===== src/rtl/pf_decim_pkg.sv =====
package pf_decim_pkg;

  // Default prototype: symmetric 8-tap low-pass, Q1.15, tap 0 in the low bits.
  localparam int DEF_TAPS = 8;
  localparam int DEF_CW   = 16;
  localparam logic [DEF_TAPS*DEF_CW-1:0] DEF_COEFS = {
    -16'sd600, 16'sd1800, 16'sd7200, 16'sd12000,
    16'sd12000, 16'sd7200, 16'sd1800, -16'sd600
  };

endpackage


===== src/rtl/pf_commutator.sv =====
module pf_commutator #(
  parameter int M  = 4,
  parameter int PW = $clog2(M)
) (
  input  logic          clk,
  input  logic          rst_n,
  input  logic          adv,
  output logic [PW-1:0] phase,
  output logic          first,
  output logic          last
);
  localparam logic [PW-1:0] LAST_PH = PW'(M - 1);

  logic [PW-1:0] phase_q, phase_d;

  always_comb begin
    phase_d = phase_q;
    if (adv) begin
      if (phase_q == LAST_PH) phase_d = '0;
      else                    phase_d = phase_q + 1'b1;
    end
  end

  always_ff @(posedge clk or negedge rst_n) begin
    if (!rst_n) phase_q <= '0;
    else        phase_q <= phase_d;
  end

  assign phase = phase_q;
  assign first = (phase_q == '0);
  assign last  = (phase_q == LAST_PH);
endmodule


===== src/rtl/pf_phase_hist.sv =====
module pf_phase_hist #(
  parameter int M   = 4,
  parameter int TPP = 2,
  parameter int DW  = 16,
  parameter int PW  = $clog2(M)
) (
  input  logic                 clk,
  input  logic                 rst_n,
  input  logic                 en,
  input  logic [PW-1:0]        phase,
  input  logic signed [DW-1:0] din,
  output logic [TPP*DW-1:0]    taps
);
  generate
    if (TPP > 1) begin : g_hist
      localparam int HD = TPP - 1;
      logic signed [DW-1:0] hist_q [M][HD];
      logic signed [DW-1:0] hist_d [M][HD];

      always_comb begin
        hist_d = hist_q;
        if (en) begin
          for (int j = HD - 1; j > 0; j--) hist_d[phase][j] = hist_q[phase][j-1];
          hist_d[phase][0] = din;
        end
      end

      always_ff @(posedge clk or negedge rst_n) begin
        if (!rst_n) begin
          for (int p = 0; p < M; p++)
            for (int j = 0; j < HD; j++) hist_q[p][j] <= '0;
        end else begin
          hist_q <= hist_d;
        end
      end

      always_comb begin
        taps[DW-1:0] = din;
        for (int j = 1; j < TPP; j++) taps[j*DW +: DW] = hist_q[phase][j-1];
      end
    end else begin : g_nohist
      assign taps = din;
    end
  endgenerate
endmodule


===== src/rtl/pf_mac.sv =====
module pf_mac #(
  parameter int M   = 4,
  parameter int TPP = 2,
  parameter int DW  = 16,
  parameter int CW  = 16,
  parameter int PW  = $clog2(M),
  parameter int SW  = DW + CW + $clog2(TPP),
  parameter logic [M*TPP*CW-1:0] COEF_VEC = '0
) (
  input  logic [PW-1:0]        phase,
  input  logic [TPP*DW-1:0]    taps,
  output logic signed [SW-1:0] sum
);
  localparam int PRW = DW + CW;

  logic signed [CW-1:0]  coef [TPP];
  logic signed [PRW-1:0] prod [TPP];

  // Slot p holds arrival offset M-1-p inside its group; history j is j groups older.
  generate
    for (genvar j = 0; j < TPP; j++) begin : g_tap
      always_comb begin
        coef[j] = COEF_VEC[(j*M + (M - 1) - int'(phase))*CW +: CW];
        prod[j] = $signed(taps[j*DW +: DW]) * coef[j];
      end
    end
  endgenerate

  always_comb begin
    sum = '0;
    for (int j = 0; j < TPP; j++) sum = sum + SW'(prod[j]);
  end
endmodule


===== src/rtl/pf_out_stage.sv =====
module pf_out_stage #(
  parameter int SW    = 33,
  parameter int AW    = 35,
  parameter int OW    = 16,
  parameter int SHIFT = 15
) (
  input  logic                 clk,
  input  logic                 rst_n,
  input  logic                 en,
  input  logic                 first,
  input  logic                 last,
  input  logic signed [SW-1:0] term,
  output logic                 out_valid,
  output logic signed [OW-1:0] out_data
);
  localparam int RW = AW + 1;
  localparam logic signed [RW-1:0] RND   = (RW'(1) << SHIFT) >> 1;
  localparam logic signed [OW-1:0] O_MAX = {1'b0, {(OW-1){1'b1}}};
  localparam logic signed [OW-1:0] O_MIN = {1'b1, {(OW-1){1'b0}}};

  logic signed [AW-1:0] acc_q, acc_d, acc_base;
  logic signed [RW-1:0] biased, shifted;
  logic [RW-OW:0]       top;
  logic                 fits;
  logic signed [OW-1:0] res;
  logic                 vld_q;
  logic signed [OW-1:0] dat_q;

  always_comb begin
    acc_base = first ? '0 : acc_q;
    acc_d    = acc_base + {{(AW-SW){term[SW-1]}}, term};
    biased   = {acc_d[AW-1], acc_d} + RND;
    shifted  = biased >>> SHIFT;
    top      = shifted[RW-1:OW-1];
    fits     = (&top) | ~(|top);
    res      = fits ? shifted[OW-1:0] : (shifted[RW-1] ? O_MIN : O_MAX);
  end

  always_ff @(posedge clk or negedge rst_n) begin
    if (!rst_n) begin
      acc_q <= '0;
      vld_q <= 1'b0;
      dat_q <= '0;
    end else begin
      vld_q <= en & last;
      if (en)        acc_q <= acc_d;
      if (en & last) dat_q <= res;
    end
  end

  assign out_valid = vld_q;
  assign out_data  = dat_q;
endmodule


===== src/rtl/pf_decim.sv =====
module pf_decim #(
  parameter int M     = 4,
  parameter int TPP   = 2,
  parameter int DW    = 16,
  parameter int CW    = 16,
  parameter int OW    = 16,
  parameter int SHIFT = 15,
  parameter logic [M*TPP*CW-1:0] COEF_VEC = pf_decim_pkg::DEF_COEFS
) (
  input  logic                 clk,
  input  logic                 rst_n,
  input  logic                 in_valid,
  input  logic signed [DW-1:0] in_data,
  output logic                 out_valid,
  output logic signed [OW-1:0] out_data
);
  localparam int TAPS = M * TPP;
  localparam int PW   = $clog2(M);
  localparam int SW   = DW + CW + $clog2(TPP);
  localparam int AW   = DW + CW + $clog2(TAPS);

  logic [PW-1:0]        phase;
  logic                 first, last;
  logic [TPP*DW-1:0]    taps;
  logic signed [SW-1:0] term;

  pf_commutator #(.M(M), .PW(PW)) u_comm (
    .clk(clk), .rst_n(rst_n), .adv(in_valid),
    .phase(phase), .first(first), .last(last)
  );

  pf_phase_hist #(.M(M), .TPP(TPP), .DW(DW), .PW(PW)) u_hist (
    .clk(clk), .rst_n(rst_n), .en(in_valid), .phase(phase),
    .din(in_data), .taps(taps)
  );

  pf_mac #(.M(M), .TPP(TPP), .DW(DW), .CW(CW), .PW(PW), .SW(SW),
           .COEF_VEC(COEF_VEC)) u_mac (
    .phase(phase), .taps(taps), .sum(term)
  );

  pf_out_stage #(.SW(SW), .AW(AW), .OW(OW), .SHIFT(SHIFT)) u_out (
    .clk(clk), .rst_n(rst_n), .en(in_valid), .first(first), .last(last),
    .term(term), .out_valid(out_valid), .out_data(out_data)
  );
endmodule


===== config.mk =====
export PLATFORM = sky130hd
export DESIGN_NAME = pf_decim
export DESIGN_NICKNAME = d
export VERILOG_FILES = /design/src/rtl/pf_decim_pkg.sv /design/src/rtl/pf_commutator.sv /design/src/rtl/pf_phase_hist.sv /design/src/rtl/pf_mac.sv /design/src/rtl/pf_out_stage.sv /design/src/rtl/pf_decim.sv
export SDC_FILE = /design/constraint.sdc
export NUM_CORES = 1
export LEC_CHECK = 0
export BUFFER_PORTS_ARGS = -buffer_cell sky130_fd_sc_hd__buf_2
export CORE_AREA = 4 4 238 240
export DETAILED_ROUTE_END_ITERATION = 8
export DIE_AREA = 0 0 242 244
export PLACE_DENSITY = 0.61
export SYNTH_ARGS = -nofsm -noshare
export SYNTH_HDL_FRONTEND = slang
export SYNTH_SLANG_ARGS = --single-unit

===== constraint.sdc =====
create_clock -name clk -period 34.8 [get_ports clk]
set_input_delay 8.7 -clock clk [delete_from_list [all_inputs] [get_ports clk]]
set_output_delay 8.7 -clock clk [all_outputs]
set_load 0.02 [all_outputs]

==> reports/results.ini, run 1 <==
[timing]
slew_headroom_pct=25.3
skew_ps=11.9
finalHoldViolations=0
fmax_mhz=51.9
setup_ws_ps=15520
final-setup-viol-count=0
period_needed_ps=19280
worst_slew_pin_slew_ps=1120
finalCritPeriodShare_pct=55.4
holdWs_ps=463
setup_tns_ps=0
rsz0062_at_grt=no
maxSlewViolCount=0

[synth]
synth-edff-count=0
synth_compound_area_share_pct=7.60
avgSynthCellArea_um2=9.61
synth_cell_types=76
synth_simple_gate_area_share_pct=12.8
synth_top_family_by_area=adder cells
synth_seq_cells=115
synth-async-reset-ratio_pct=100
yosysWarningCount=0
synth.net_count=2881
synth_mux_area_share_pct=3.74
synthXorXnorAreaFrac_pct=3.28
syn-cell-area_um2=21600
yosys.area_share.adder_pct=49.7
ys_seq_area_share_pct=13.3
ys.flop_type=dfrtp_1
synthCells=2250

[die]
core_um2=54700
die_x_um=242
rows=86
start_util_pct=39.6
io_pins=36
fp.dieArea_um2=59000
fp.dieH_um=244

[critical_path]
crit_slowest_cell=nor2_1
end_kind=flop
crit_arrival_ps=19570
reg2reg_depth=44
crit_top_cell=inv_1
path_class=in -> reg
path_max_fanout=15
critPathLaunchType=input port
max_stage_delay_ps=860
crit_required_ps=35100
r2r_start=u_comm.phase[0]$_DFFE_PN0P_
reg2reg_to=u_out.out_data[0]$_DFFE_PN0P_
rrSetupSlack_ps=21770

[grt]
grt_usage_pct=19.8
grt_pass1_vias=16278
grt_max_degree=65
overflow=0
antenna_found_initial=1
grt_pass1_wl_um=91300

[cts]
clk_pin_slew_ps=60
cts_max_level=4
cts_max_path_buffers=2
cts_tree=built
cts_buffers=17
clock_sinks=115
cts_resized=0
post_cts_buffers=0
clock-root-buffer=clkbuf_16
clk_latency_ps=480
hold_buffers=0

[job]
maxCapViolations=0

[min_path]
hold_path.class=reg -> reg
min_to=u_out.out_data[15]$_DFFE_PN0P_
hold_depth=2
hold_start=u_out.out_data[15]$_DFFE_PN0P_

[drt]
ant_nets=0
drt_iter0_drc=956
drc=0
via_count=15114
first_pass_iters=5
totalWireLength_um=55800
wl_per_cell_um=18.8
via_per_inst=5.09

[final_layout]
multiInputGateArea_um2=16700
nNetsFinal=2882
antenna_cells=0
area_growth_pct=6.76
final-seq-area_um2=2880
n_fill_cell=5401
final_cell_mix=inv_1 (477), fa_1 (411), ha_1 (200)
final_common_cell=inv_1
drive_above_1_share_pct=7.60

[status]
status=completed

[placement]
io_buffers=35
dp_hpwl_um=46300
pre_cts_ws_ps=15130
place_congestion=0.916

==> sequential cells by signal, summed over array words and instances (netlist names) <==
signal and count:
u_hist.g_hist.hist_q 64, u_out.acc_q 32, u_out.out_data 16, u_comm.phase 2, u_out.out_valid 1
==> area by class of cell <==
type / instances / share of cell area [%]
Clock buffer: 19 / 1.92
Clock inverter: 12 / 0.466
Multi-Input combinational cell: 1587 / 72.3
Timing Repair Buffer: 50 / 1.26
Tap cell: 704 / 3.82
Sequential cell: 115 / 12.5
Inverter: 480 / 7.80
==> logic make-up after synthesis <==
family	Yosys count
adders and majority gates	612
other	1
DFF	115
AOI/OAI and AO/OA	250
muxes	74
buffers and inverters	548
and+or+nand+nor	569
xor gates and xnor gates	81
==> metal layers <==
layer  GRT usage, %  wire (um)  up-vias
met5              0          0        -
met4           5.05       1080        0
met3           2.54       2380       59
met2           32.7      26900      374
met1           27.9      25400     7691
li1               -          -     6990
==> worst max-delay path: cells and delay by family <==
kind | cells | cell delay, ps
buffers and inverters | 8 | 730
adder cells (fa/ha/maj) | 10 | 4060
AO/OA/AOI/OAI | 12 | 2370
XOR/XNOR | 2 | 520
AND/OR/NAND/NOR | 10 | 3170
==> through the flow <==
| stage | utilization, % | cells | cell area [um^2] |
|---|---|---|---|
| 3_5_place_dp | 41.2 | 2936 | 22500 |
| 3_3_place_gp | 41.2 | 2936 | 22500 |
| 2_1_floorplan | - | 2250 | 21600 |
| 5_1_grt | 42.2 | 2967 | 23100 |
| 4_1_cts | 42.2 | 2967 | 23100 |
| 6_report | 42.2 | 2967 | 23100 |
==> cell usage after synthesis (13+ instances only) <==
| cell | count | area, um^2 |
|---|---|---|
| a21o_1 | 18 | 135 |
| nand2b_1 | 53 | 332 |
| nand3_1 | 13 | 65.1 |
| xor2_1 | 19 | 166 |
| clkbuf_1 | 62 | 233 |
| nor2_1 | 161 | 604 |
| xnor2_1 | 62 | 543 |
| ha_1 | 201 | 2510 |
| nor2b_1 | 55 | 344 |
| mux2i_1 | 19 | 190 |
| or2_2 | 13 | 81.3 |
| nand2_1 | 170 | 638 |
| mux2_2 | 55 | 619 |
| inv_1 | 477 | 1790 |
| dfrtp_1 | 115 | 2880 |
| o22ai_1 | 13 | 81.3 |
| fa_1 | 411 | 8230 |
| a21oi_1 | 69 | 345 |
| o21ai_0 | 67 | 335 |
| and2_1 | 45 | 282 |
==> how the worst max path moves through the flow <==
stage	from	endpoint	slack [ps]	cells past startpoint
after floorplan	in_data[3]	u_out.out_data[11]$_DFFE_PN0P_	16800	37
after global placement	in_data[1]	u_out.out_data[3]$_DFFE_PN0P_	15370	39
after detailed placement	in_data[1]	u_out.out_data[0]$_DFFE_PN0P_	15130	39
after CTS	in_data[1]	u_out.out_data[0]$_DFFE_PN0P_	15620	39
after global routing	in_data[1]	u_out.out_data[3]$_DFFE_PN0P_	14670	42
final	in_data[1]	u_out.out_data[0]$_DFFE_PN0P_	15520	42
Power of run 1 is not shown: default switching activity piles up to over one toggle a cycle in this logic, so the estimate is an artifact.
==> run 2, diff against run 1 <==
--- a/config.mk
+++ b/config.mk
@@ -9,7 +9,7 @@
 export CORE_AREA = 4 4 238 240
 export DETAILED_ROUTE_END_ITERATION = 8
 export DIE_AREA = 0 0 242 244
-export PLACE_DENSITY = 0.61
+export PLACE_DENSITY = 0.63
 export SYNTH_ARGS = -nofsm -noshare
 export SYNTH_HDL_FRONTEND = slang
 export SYNTH_SLANG_ARGS = --single-unit
==> constraint.sdc (replaced) <==
create_clock -name clk -period 17.7 [get_ports clk]
set_input_delay 4.425 -clock clk [delete_from_list [all_inputs] [get_ports clk]]
set_output_delay 4.425 -clock clk [all_outputs]
set_load 0.02 [all_outputs]
==> reports/results.ini, run 2 (same netlist as run 1, synthesis figures left out) <==
[status]
status=completed  ; unchanged

[drt]
drc=0  ; unchanged
via_per_inst=5.15  ; was 5.09
totalWireLength_um=56100  ; was 55800 um
first_pass_iters=6  ; was 5
ant_nets=0  ; unchanged
via_count=15290  ; was 15114
drt_iter0_drc=893  ; was 956
wl_per_cell_um=18.9  ; was 18.8 um

[cts]
post_cts_buffers=0  ; unchanged
cts_max_path_buffers=2  ; unchanged
cts_max_level=4  ; unchanged
clock-root-buffer=clkbuf_16  ; unchanged
clk_pin_slew_ps=60  ; about the same
clk_latency_ps=480  ; about the same
cts_resized=0  ; unchanged
cts_tree=built  ; unchanged
cts_buffers=17  ; unchanged
hold_buffers=0  ; unchanged
clock_sinks=115  ; unchanged

[timing]
rsz0062_at_grt=no  ; unchanged
final-setup-viol-count=0  ; unchanged
slew_headroom_pct=23.5  ; was 25.3%
worst_slew_pin_slew_ps=1140  ; was 1120 ps
finalCritPeriodShare_pct=85.4
finalHoldViolations=0  ; unchanged
skew_ps=11.9  ; about the same
maxSlewViolCount=0  ; unchanged
period_needed_ps=15110
fmax_mhz=66.2
setup_tns_ps=0  ; unchanged

[final_layout]
area_growth_pct=6.90  ; was 6.76%
largest_register_ffs=64  ; unchanged
nNetsFinal=2884  ; was 2882
antenna_cells=0  ; unchanged
final_cell_mix=inv_1 (477), fa_1 (411), ha_1 (200)  ; unchanged
n_fill_cell=5381  ; was 5401
final_common_cell=inv_1  ; unchanged
drive_above_1_share_pct=7.72  ; was 7.60%
regMostFlops=u_hist.g_hist.hist_q  ; unchanged
finish.instance_area_um2=23100  ; about the same
post-route-util_pct=42.3  ; was 42.2%

[placement]
io_buffers=35  ; unchanged
dp_hpwl_um=46200  ; was 46300 um
post_dp_cell_area_um2=22500  ; about the same
place_congestion=0.901  ; was 0.916

[die]
io_pins=36  ; unchanged
rows=86  ; unchanged
fp.dieH_um=244  ; unchanged
die_x_um=242  ; unchanged
start_util_pct=39.6  ; unchanged
fp.dieArea_um2=59000  ; unchanged
core_um2=54700  ; unchanged

[critical_path]
crit_slowest_cell=a2111oi_0  ; was nor2_1
end_kind=flop  ; unchanged
crit_required_ps=17980  ; was 35100 ps
path_max_fanout=15  ; unchanged
rrSetupSlack_ps=4360  ; was 21770 ps
crit_arrival_ps=15390  ; was 19570 ps
critPathLaunchType=input port  ; unchanged
path_class=in -> reg  ; unchanged
max_stage_delay_ps=720  ; was 860 ps

[grt]
antenna_found_initial=0  ; was 1
grt_usage_pct=19.8  ; about the same
overflow=0  ; unchanged
grt_pass1_vias=16505  ; was 16278
grt_pass1_wl_um=91500  ; was 91300 um
grt_max_degree=63  ; was 65

[job]
maxCapViolations=0  ; unchanged

[min_path]
hold_path.class=reg -> reg  ; unchanged

[run 2: cell count changes in the layout (fill, tap and decap cells not counted)]
cell        before  now
inv_6            3    8
clkinv_2         4    1
buf_4           16   18
clkinvlp_4       3    5
clkbuf_1         1    0
clkbuf_8         1    0
clkinv_4         1    0
nand2_1        169  170
nand2_2          1    0
[run 2: final timing paths]
check,start,endpoint,cells past startpoint
worst min-delay path,u_out.out_data[15]$_DFFE_PN0P_,u_out.out_data[15]$_DFFE_PN0P_,2
worst max register to register,u_comm.phase[0]$_DFFE_PN0P_,u_out.out_data[14]$_DFFE_PN0P_,44
min in group asynchronous,rst_n,u_out.out_data[13]$_DFFE_PN0P_,1
max in group asynchronous,rst_n,u_hist.g_hist.hist_q[33]$_DFFE_PN0P_,2
worst max-delay path,in_data[2],u_out.out_data[14]$_DFFE_PN0P_,40
worst min register to register,u_out.out_data[15]$_DFFE_PN0P_,u_out.out_data[15]$_DFFE_PN0P_,2
[run 2: layout make-up]
cell class                 instances  area, um^2  area share [%]
inverter                         480        1800            7.79
timing repair buffer              52         305            1.32
multi-input combinational       1587       16700            72.2
clock inverter                    15         143           0.617
sequential                       115        2880            12.5
clock buffer                      17         425            1.84
tap                              704         881            3.81
[run 2: critical path, delay by kind of cell]
family | cells | cell delay (ps)
buffers and inverters | 6 | 560
and+or+nand+nor | 8 | 1700
adders and majority gates | 10 | 4230
AOI/OAI and AO/OA | 14 | 3910
xor gates and xnor gates | 2 | 550
[run 2: per-layer routing]
layer  track usage [%]  vias to the layer above  wire [um]
li1                  -                     6988          -
met1              27.3                     7819      25200
met2              32.1                      389      26300
met3              2.88                       94       2730
met4              7.21                        0       1940
met5                 0                        -          0
[run 2: metrics by stage]
stage | setup slack (ps) | instances | hold WS (ps)
final | 2590 | 2970 | 464
after global routing | 1950 | 2970 | 494
after CTS | 2790 | 2970 | 469
after detailed placement | 2260 | 2938 | 454
after global placement | 2670 | 2938 | 450
after floorplan | 3970 | 2250 | 441
Power of run 2 is left out for the same reason.
